[src/rtl/nor_seq_pkg.sv]
package nor_seq_pkg;

  typedef enum logic [1:0] {
    OP_PROG  = 2'd0,
    OP_ERASE = 2'd1,
    OP_SUSP  = 2'd2,
    OP_RES   = 2'd3
  } op_e;

  typedef enum logic [1:0] {
    MD_READ  = 2'd0,
    MD_WRITE = 2'd1,
    MD_ERASE = 2'd2,
    MD_ESUSP = 2'd3
  } md_e;

  typedef enum logic [2:0] {
    PH_IDLE,
    PH_PRE_RD,
    PH_PRE_EV,
    PH_CMD,
    PH_POLL_RD,
    PH_POLL_EV
  } ph_e;

  localparam logic [7:0] CB_UNLOCK1 = 8'hAA;
  localparam logic [7:0] CB_UNLOCK2 = 8'h55;
  localparam logic [7:0] CB_PROG    = 8'hA0;
  localparam logic [7:0] CB_ERASE   = 8'h80;
  localparam logic [7:0] CB_SECTOR  = 8'h30;
  localparam logic [7:0] CB_SUSP    = 8'hB0;

  // Mode-order rule: which requests a mode may take
  function automatic logic op_allowed(op_e op, md_e md);
    case (op)
      OP_PROG, OP_ERASE: return md == MD_READ;
      OP_SUSP:           return md == MD_ERASE;
      default:           return md == MD_ESUSP;
    endcase
  endfunction

endpackage

[src/rtl/nor_seq_cmdgen.sv]
module nor_seq_cmdgen
  import nor_seq_pkg::*;
#(
  parameter int AW = 11,
  parameter int DW = 16,
  parameter int STW = 3,
  parameter logic [AW-1:0] UNLOCK_A1 = 'h555,
  parameter logic [AW-1:0] UNLOCK_A2 = 'h2AA
) (
  input  op_e              op,
  input  logic [STW-1:0]   step,
  input  logic [AW-1:0]    tgt,
  input  logic [DW-1:0]    data,
  output logic [AW-1:0]    cyc_addr,
  output logic [DW-1:0]    cyc_data,
  output logic             cyc_last
);

  always_comb begin
    cyc_addr = tgt;
    cyc_data = '0;
    cyc_last = 1'b0;
    case (op)
      OP_PROG: begin
        case (step)
          3'd0:    begin cyc_addr = UNLOCK_A1; cyc_data = DW'(CB_UNLOCK1); end
          3'd1:    begin cyc_addr = UNLOCK_A2; cyc_data = DW'(CB_UNLOCK2); end
          3'd2:    begin cyc_addr = UNLOCK_A1; cyc_data = DW'(CB_PROG); end
          default: begin cyc_data = data; cyc_last = 1'b1; end
        endcase
      end
      OP_ERASE: begin
        case (step)
          3'd0:    begin cyc_addr = UNLOCK_A1; cyc_data = DW'(CB_UNLOCK1); end
          3'd1:    begin cyc_addr = UNLOCK_A2; cyc_data = DW'(CB_UNLOCK2); end
          3'd2:    begin cyc_addr = UNLOCK_A1; cyc_data = DW'(CB_ERASE); end
          3'd3:    begin cyc_addr = UNLOCK_A1; cyc_data = DW'(CB_UNLOCK1); end
          3'd4:    begin cyc_addr = UNLOCK_A2; cyc_data = DW'(CB_UNLOCK2); end
          default: begin cyc_data = DW'(CB_SECTOR); cyc_last = 1'b1; end
        endcase
      end
      OP_SUSP: begin cyc_data = DW'(CB_SUSP);   cyc_last = 1'b1; end
      default: begin cyc_data = DW'(CB_SECTOR); cyc_last = 1'b1; end
    endcase
  end

endmodule

[src/rtl/nor_seq_status.sv]
module nor_seq_status #(
  parameter int DW = 16,
  parameter int SB = 7
) (
  input  logic [DW-1:0] rdata,
  input  logic [DW-1:0] data,
  input  logic          match_data,
  output logic          conflict,
  output logic          hit
);

  // A 0 in the stored word cannot become 1 by programming
  function automatic logic needs_set(logic [DW-1:0] old_w, logic [DW-1:0] new_w);
    return |(~old_w & new_w);
  endfunction

  function automatic logic status_ok(logic [DW-1:0] rd, logic [DW-1:0] want, logic cmp);
    return cmp ? (rd[SB] == want[SB]) : rd[SB];
  endfunction

  assign conflict = needs_set(rdata, data);
  assign hit      = status_ok(rdata, data, match_data);

endmodule

[src/rtl/nor_cmd_seq.sv]
module nor_cmd_seq
  import nor_seq_pkg::*;
#(
  parameter int AW = 11,
  parameter int DW = 16,
  parameter logic [AW-1:0] UNLOCK_A1 = 'h555,
  parameter logic [AW-1:0] UNLOCK_A2 = 'h2AA
) (
  input  logic          clk,
  input  logic          rst_n,
  input  logic          op_valid,
  input  logic [1:0]    op_code,
  input  logic [AW-1:0] op_addr,
  input  logic [DW-1:0] op_data,
  output logic          busy,
  output logic          done,
  output logic          reject,
  output logic [1:0]    state_o,
  output logic [AW-1:0] fl_addr,
  output logic [DW-1:0] fl_wdata,
  output logic          fl_we,
  output logic          fl_re,
  input  logic [DW-1:0] fl_rdata
);

  localparam int STW = 3;
  localparam int SB  = 7;

  ph_e             phase;
  md_e             md;
  op_e             op_q;
  logic [AW-1:0]   tgt_q;
  logic [DW-1:0]   dat_q;
  logic [STW-1:0]  step_q;
  logic            bg_pend;
  logic            done_q;
  logic            rej_q;

  // Named events used by the FSM and by the assertions
  op_e             req_op;
  logic            req_take;
  logic            req_legal;
  logic            bg_rd;
  logic            bg_hit;
  logic            seq_last;
  logic            prog_conflict;
  logic            poll_hit;
  logic [AW-1:0]   cyc_addr;
  logic [DW-1:0]   cyc_data;

  assign req_op    = op_e'(op_code);
  assign busy      = (phase != PH_IDLE) || bg_pend;
  assign req_take  = op_valid && !busy;
  assign req_legal = op_allowed(req_op, md);
  assign bg_rd     = (phase == PH_IDLE) && (md == MD_ERASE) && !bg_pend && !req_take;
  assign bg_hit    = bg_pend && fl_rdata[SB];

  nor_seq_cmdgen #(
    .AW(AW), .DW(DW), .STW(STW), .UNLOCK_A1(UNLOCK_A1), .UNLOCK_A2(UNLOCK_A2)
  ) u_cmdgen (
    .op(op_q), .step(step_q), .tgt(tgt_q), .data(dat_q),
    .cyc_addr(cyc_addr), .cyc_data(cyc_data), .cyc_last(seq_last)
  );

  nor_seq_status #(.DW(DW), .SB(SB)) u_status (
    .rdata(fl_rdata), .data(dat_q), .match_data(op_q == OP_PROG),
    .conflict(prog_conflict), .hit(poll_hit)
  );

  assign fl_we    = (phase == PH_CMD);
  assign fl_re    = (phase == PH_PRE_RD) || (phase == PH_POLL_RD) || bg_rd;
  assign fl_addr  = fl_we ? cyc_addr : tgt_q;
  assign fl_wdata = fl_we ? cyc_data : '0;
  assign done     = done_q;
  assign reject   = rej_q;
  assign state_o  = md;

  always_ff @(posedge clk) begin
    if (!rst_n) begin
      phase   <= PH_IDLE;
      md      <= MD_READ;
      op_q    <= OP_PROG;
      tgt_q   <= '0;
      dat_q   <= '0;
      step_q  <= '0;
      bg_pend <= 1'b0;
      done_q  <= 1'b0;
      rej_q   <= 1'b0;
    end else begin
      done_q  <= 1'b0;
      rej_q   <= 1'b0;
      bg_pend <= bg_rd;
      case (phase)
        PH_IDLE: begin
          if (req_take) begin
            if (!req_legal) begin
              rej_q <= 1'b1;
            end else begin
              op_q   <= req_op;
              tgt_q  <= op_addr;
              dat_q  <= op_data;
              step_q <= '0;
              case (req_op)
                OP_PROG, OP_SUSP: phase <= PH_PRE_RD;
                OP_ERASE: begin phase <= PH_CMD; md <= MD_ERASE; end
                default:  phase <= PH_CMD;
              endcase
            end
          end else if (bg_hit) begin
            md     <= MD_READ;
            done_q <= 1'b1;
          end
        end
        PH_PRE_RD: phase <= PH_PRE_EV;
        PH_PRE_EV: begin
          if (op_q == OP_PROG) begin
            if (prog_conflict) begin
              rej_q <= 1'b1;
              phase <= PH_IDLE;
            end else begin
              md    <= MD_WRITE;
              phase <= PH_CMD;
            end
          end else if (fl_rdata[SB]) begin
            md     <= MD_READ;
            done_q <= 1'b1;
            phase  <= PH_IDLE;
          end else begin
            phase <= PH_CMD;
          end
        end
        PH_CMD: begin
          step_q <= step_q + 1'b1;
          if (seq_last) begin
            step_q <= '0;
            case (op_q)
              OP_PROG, OP_SUSP: phase <= PH_POLL_RD;
              OP_ERASE:         phase <= PH_IDLE;
              default: begin phase <= PH_IDLE; md <= MD_ERASE; end
            endcase
          end
        end
        PH_POLL_RD: phase <= PH_POLL_EV;
        PH_POLL_EV: begin
          if (poll_hit) begin
            done_q <= 1'b1;
            phase  <= PH_IDLE;
            md     <= (op_q == OP_PROG) ? MD_READ : MD_ESUSP;
          end else begin
            phase <= PH_POLL_RD;
          end
        end
        default: phase <= PH_IDLE;
      endcase
    end
  end

  // write cycles occur only inside a busy sequence
  p_we_in_busy_r11: assert property (@(posedge clk) disable iff (!rst_n)
    fl_we |-> busy);

  // program command cycles run in write mode
  p_prog_write_mode_r2: assert property (@(posedge clk) disable iff (!rst_n)
    (fl_we && op_q == OP_PROG) |-> md == MD_WRITE);

  // a reject follows no write and leaves the mode as it was
  p_reject_quiet_r10: assert property (@(posedge clk) disable iff (!rst_n)
    rej_q |-> (!$past(fl_we) && md == $past(md)));

  // the suspended mode is entered only from erase, with a done pulse
  p_susp_entry_r8: assert property (@(posedge clk) disable iff (!rst_n)
    (md == MD_ESUSP && $past(md) != MD_ESUSP) |-> ($past(md) == MD_ERASE && done_q));

  // leaving erase for read always reports done
  p_erase_exit_r6: assert property (@(posedge clk) disable iff (!rst_n)
    (md == MD_READ && $past(md) == MD_ERASE) |-> done_q);

  // done and reject never coincide
  p_done_xor_rej_r4: assert property (@(posedge clk) disable iff (!rst_n)
    !(done_q && rej_q));

  // the bus never reads and writes in the same cycle
  p_bus_excl_r11: assert property (@(posedge clk) disable iff (!rst_n)
    !(fl_we && fl_re));

endmodule

[config.mk]
export PLATFORM = sky130hd
export DESIGN_NAME = nor_cmd_seq
export DESIGN_NICKNAME = d
export VERILOG_FILES = /design/src/rtl/nor_seq_pkg.sv /design/src/rtl/nor_seq_cmdgen.sv /design/src/rtl/nor_seq_status.sv /design/src/rtl/nor_cmd_seq.sv
export SDC_FILE = /design/constraint.sdc
export NUM_CORES = 1
export LEC_CHECK = 0
export BUFFER_PORTS_ARGS = -buffer_cell sky130_fd_sc_hd__buf_4
export CORE_ASPECT_RATIO = 0.5
export CORE_MARGIN = 2
export CORE_UTILIZATION = 45
export CTS_CLUSTER_DIAMETER = 50
export DETAILED_ROUTE_END_ITERATION = 8
export PLACE_DENSITY_LB_ADDON = 0.15
export SETUP_SLACK_MARGIN = 0.05
export SLEW_MARGIN = 10
export SYNTH_ARGS = -nofsm -noshare
export SYNTH_HDL_FRONTEND = slang
export SYNTH_SLANG_ARGS = --single-unit
[constraint.sdc]
create_clock -name clk -period 2.26 [get_ports clk]
set_input_delay 0.452 -clock clk [delete_from_list [all_inputs] [get_ports clk]]
set_output_delay 0.452 -clock clk [all_outputs]
set_load 0.005 [all_outputs]
# Word level (Yosys, flattened, before mapping)
# Index checks and enable logic that the tools add are counted.
[classes] muxes=50 bitwise_logic=2 reduce_logical=34 addsub=1 n_eq_ne=26
[ops] op="16-bit one-hot mux with 3 select lines" n=2
[ops] op="11-bit one-hot mux with 2 select lines" n=3
[ops] op="2-bit 2-to-1 mux" n=14
[ops] op="3-bit 2-to-1 mux" n=9
[ops] op="8-bit one-hot mux with 3 select lines" n=1
[ops] op="3-bit one-hot mux with 6 select lines" n=1
[ops] op="16-bit AND" n=1
[ops] op="16-bit 2-to-1 mux" n=1
[ops] op="16-bit inverter" n=1
[ops] op="16-bit OR reduction" n=1
[ops] op="3-bit by 2-bit == test with 1-bit output, second input constant" n=4
[ops] op="1-bit 2-to-1 mux" n=12
[ops] op="2-bit OR reduction" n=6
[ops] op="11-bit 2-to-1 mux" n=1
[ops] op="3-bit == test, second input constant" n=3
[ops] op="3-bit inequality test, second input constant" n=3
[ops] op="3-bit AND reduction" n=3
[ops] op="9-bit AND reduction" n=1
[ops] op="3-bit OR reduction" n=3
[ops] op="2-bit == test, second input constant" n=4
[ops] op="2-bit inequality test, second input constant" n=4
[ops] op="2-bit one-hot mux with 4 select lines" n=1
[ops] op="3-bit by 1-bit == test with 1-bit output, second input constant" n=2
[ops] op="2-bit zero test" n=3
[ops] op="other kinds (16)" n=29
[totals] in_bits=48 reg_bits=40 wordCells=122

# Logic depth before layout (Yosys ltp)
[depth] word_depth=7 depth_mapped=8

# Cells and area by module
# Synthesis repeated with hierarchy kept, for this count alone.
[hier_totals] hier_cells=397 hier_area_um2=2822.7
[modules_own_cells] mod="nor_cmd_seq" area_per_inst_um2=2021.9 cells_per_inst=268 instances=1 seq_area_each_um2=800.8
[modules_own_cells] mod="nor_seq_cmdgen" area_per_inst_um2=633.1 cells_per_inst=105 instances=1 seq_area_each_um2=0.0
[modules_own_cells] mod="nor_seq_status" area_per_inst_um2=167.7 cells_per_inst=24 instances=1 seq_area_each_um2=0.0

# Worst setup path after synthesis
# No wires, ideal clock.
[synth_path] kind="register -> output" startpoint="register step_q[1]" endpoint="output port fl_addr[1]" stages_incl_launch_ff=8 t_required_ps=1808 arrival_ps=1715 n_path_buf=0 setup_slack_ps=93 cell_sequence="dfxtp_1 > inv_1 > ha_1 > nor2b_1 > a21oi_1 > or3b_2 > a21oi_1 > a21o_1"
[synth_between] elab_chain_len=5 elab_cells_between_ends=12
[synth_lines] item="from (decl)" line="nor_cmd_seq.sv:34" text="logic [STW-1:0] step_q;"
[synth_lines] item="from (signal assigned)" line="nor_cmd_seq.sv:133" text="step_q <= step_q + 1'b1;"
[synth_lines] item="3-bit by 2-bit == test with 1-bit output (tied with other cells)" line="nor_seq_cmdgen.sv:25, nor_seq_cmdgen.sv:33"
[synth_lines] item="3-bit OR reduction (no line) or 2-bit OR reduction (tied branches)"
[synth_lines] item="11-bit one-hot mux with 2 select lines (on tied branches)" line="nor_seq_cmdgen.sv:33, nor_seq_cmdgen.sv:25"
[synth_lines] item="11-bit one-hot mux with 2 select lines (*)" line="nor_seq_cmdgen.sv:23" text="case (op)"
[synth_lines] item="11-bit 2-to-1 mux (*)" line="nor_cmd_seq.sv:72" text="assign fl_addr = fl_we ? cyc_addr : tgt_q;"
[synth_lines] item="to (decl)" line="nor_cmd_seq.sv:19" text="output logic [AW-1:0] fl_addr,"
# Mark *: on every way between the ends. The rest lies on a longest branch, timed or not.

# Worst setup path in the final report
[layout_path] startpoint="register step_q[0]" endpoint="output port fl_addr[10]"
# Same word-level chain as after synthesis.

==> impl_results.md <==
* Critical Path AT at 2020 ps
* Switching pwr at 871.4 uW
* Register area share after synthesis at 33.23%
* Total power at 2.449 mW
* Cts hold-fix bufs at 0
* Initial antenna violation count at 0
* Gp weighted congestion at 0.8639
* Post-synth net total at 372
* Slew @ Worst Pin at 472.3 ps
* Syn Inst Count at 318
* Clock buffer count from CTS at 5
* Via count at 2561
* Synth unique cells at 49
* TritonCTS clock tree: built
* Post-DP HPWL at 4947 um
* Clock latency on the worst-skew pair at 290 ps
* EDFF count, synth at 0
* Yosys warning count at 0
* Worst setup path end: fl_addr[10]
* DP Worst Slack at -53.71 ps
* Status: finished with violations
* Register share of total power at 38.0%
* R2r setup slk at 270 ps
* Core area at 5045 um2
* Synthesized area per cell at 7.578 um2
* Slowest stage delay, CP at 430 ps
* CP required at 1810 ps
* Maximum VDD drop at 0.4078 mV
* RR Endpoint: tgt_q[3]
* Clk sinks at 40
* Antenna-violating nets left at 0
* Worst r2r src: phase[0]
* CTS root buffer: clkbuf_8
* TNS Setup at -3104 ps
* Reg2Reg Depth at 7
* Commonest non-fill, non-tap cell in the layout: buf_4
* Finished Cell Area at 3476 um2
* Area Growth Syn to Fin at 44.24%
* Most frequent cells in the layout: 93 x buf_4, 69 x nand2_1, 38 x dfxtp_1, 30 x a21boi_0, 17 x nor2_1
* Final WS setup at -212.5 ps
* Crit. path cell count at 7
* # setup viols final at 25
* N_diodes at 0
* Initial drt markers at 130
* # H-tree levels at 2
* PwrDens at 704.5 nW/um2
* Final Hold Fails at 0
* DR vias/cell at 5.324
* CP bufs+invs at 3
* Combinational fraction of design power at 41.5%
* Routed Wire Length at 6899 um
* Period minus WS final at 2473 ps
* First-pass GRT wire length at 10830 um
* Max stage delay cell, worst path: a221o_2
* Drt first pass iters at 4
* Nets at 464
* Post-synthesis cell area at 2410 um2
* Yosys reg bits at 40
* Predominant post-synthesis flop cell: dfxtp_1
* Number of global-route vias before repair at 2365
* Asr flop ratio synth at 0%
* DR DRC count at 0
* Final worst path period share at 109.4%
* CP max FO at 6
* Critical Path Source: step_q[0]
* Max-slew headroom at 67.70%
* Die outline width at 107.5 um
* Worst clock skew at 3.722 ps
* Leak at 1.533 nW
* Initial core utilization at 47.77%
* Placed inst area at 3153 um2
* Fin cells at 481
* CP endpoint kind: output port
* Die Y at 55.75 um
* DIE AREA at 5992 um2
* Share of layout cells above drive strength 1 at 35.77%
* Crit path kind: register to output port
* Failing checks: setup timing
* All-Layer GR Usage at 22.44%
* P_int at 1.577 mW
* WHS at 412.7 ps
* Clock power frac at 20.5%
* FP Rows at 18
* Gr ovfl total at 0
* Net Sw Frac at 35.58%
* CP Launch Type: register
* I/O pin total at 82
* Dpl cells at 469
* Routed WL per cell at 14.34 um
* Worst hold path type: primary input to register
* RSZ-0062 raised after global routing: true
* PortBufs at 81
* Largest net degree at the start of global routing at 39
* Fin util at 68.90%
* Clock Path Buffers at 2
* Peak Freq at 404.4 MHz
* Final slew viol count at 0
* CP cell instances: ha_4, ha_4, buf_4, buf_6, a221o_2, a21o_1, buf_4
* Cell family with most CP delay: compound AO/OA/AOI/OAI gates
* Worst-path clk slew at 80 ps
* Max cap viols at 0
-- cell type report --
type / count / area (um2)
multi-input cells: 247 / 1627
fillers: 444 / 1569
flip-flops and latches: 40 / 808.3
repair buffers: 102 / 799.5
well taps: 70 / 87.58
clock buffers: 7 / 86.33
inverters: 14 / 60.06
clock inverters: 1 / 7.507
-- cells by family (layout without fill, tap and decap cells) --
group	Yosys count	after routing	share of synthesized area, %
AOI/OAI and AO/OA	99	99	29.44
xor gates and xnor gates	1	1	0.3635
adders and majority gates	6	6	3.115
buffers and inverters	31	124	5.607
DFF	40	40	33.23
muxes	1	1	0.4154
and+or+nand+nor	140	140	27.83
-- Yosys cell counts, drive strengths merged (6+ instances only) --
cell type  count  share of area [%]
nand2         70                 11
dfxtp         40                 33
a21boi        30                9.3
nor2          20                3.2
a21oi         15                3.1
nor2b         15                3.9
a21o          14                4.4
inv           14                2.2
o21ai         14                2.9
and2          12                3.1
clkbuf        10                1.6
buf            6                1.5
ha             6                3.1
-- state kept, by name, summed over array words and instances (netlist names) --
register	cells
bg_pend	1
tgt_q	11
dat_q	16
reject	1
done	1
op_q	2
state_o	2
step_q	3
phase	3
-- what timing repair did --
| item | in CTS | in global routing |
|---|---|---|
| endpoints found under the setup margin | 27 | 27 |
| resized for setup | 38 | 16 |
| buffers inserted | 2 | 2 |
| pin swaps | 20 | 11 |
-- power by group through the flow --
stage | sequential (mW) | clock (mW) | combinational [mW]
floorplan | 0.914 | 0 | 0.625
global placement | 0.939 | 0 | 0.947
detailed placement | 0.944 | 0 | 0.963
CTS | 0.929 | 0.512 | 0.992
global route | 0.948 | 0.537 | 1.13
finish | 0.931 | 0.503 | 1.02
-- per-layer routing --
metal | global-route usage (%) | wire length (um) | up-vias
li1 | - | - | 1285
met1 | 30.25 | 3185 | 1183
met2 | 35.40 | 3164 | 85
met3 | 6.323 | 485 | 8
met4 | 5.861 | 64 | 0
met5 | 0 | 0 | -
-- how the worst min path moves through the flow --
stage | from | end | slack, ps | cells after the start
2_1_floorplan | tgt_q[0] | tgt_q[0] | 440 | 2
3_3_place_gp | tgt_q[7] | tgt_q[7] | 450 | 2
3_5_place_dp | tgt_q[9] | tgt_q[9] | 460 | 2
4_1_cts | op_addr[9] | tgt_q[9] | 410 | 3
5_1_grt | op_addr[8] | tgt_q[8] | 410 | 3
6_report | op_addr[9] | tgt_q[9] | 410 | 3
-- worst min-delay path, cell delays in order --
cell and delay (ps):
buf_4 110, nand2_1 40, a21boi_0 60
Power figures use the tool's default switching activity.
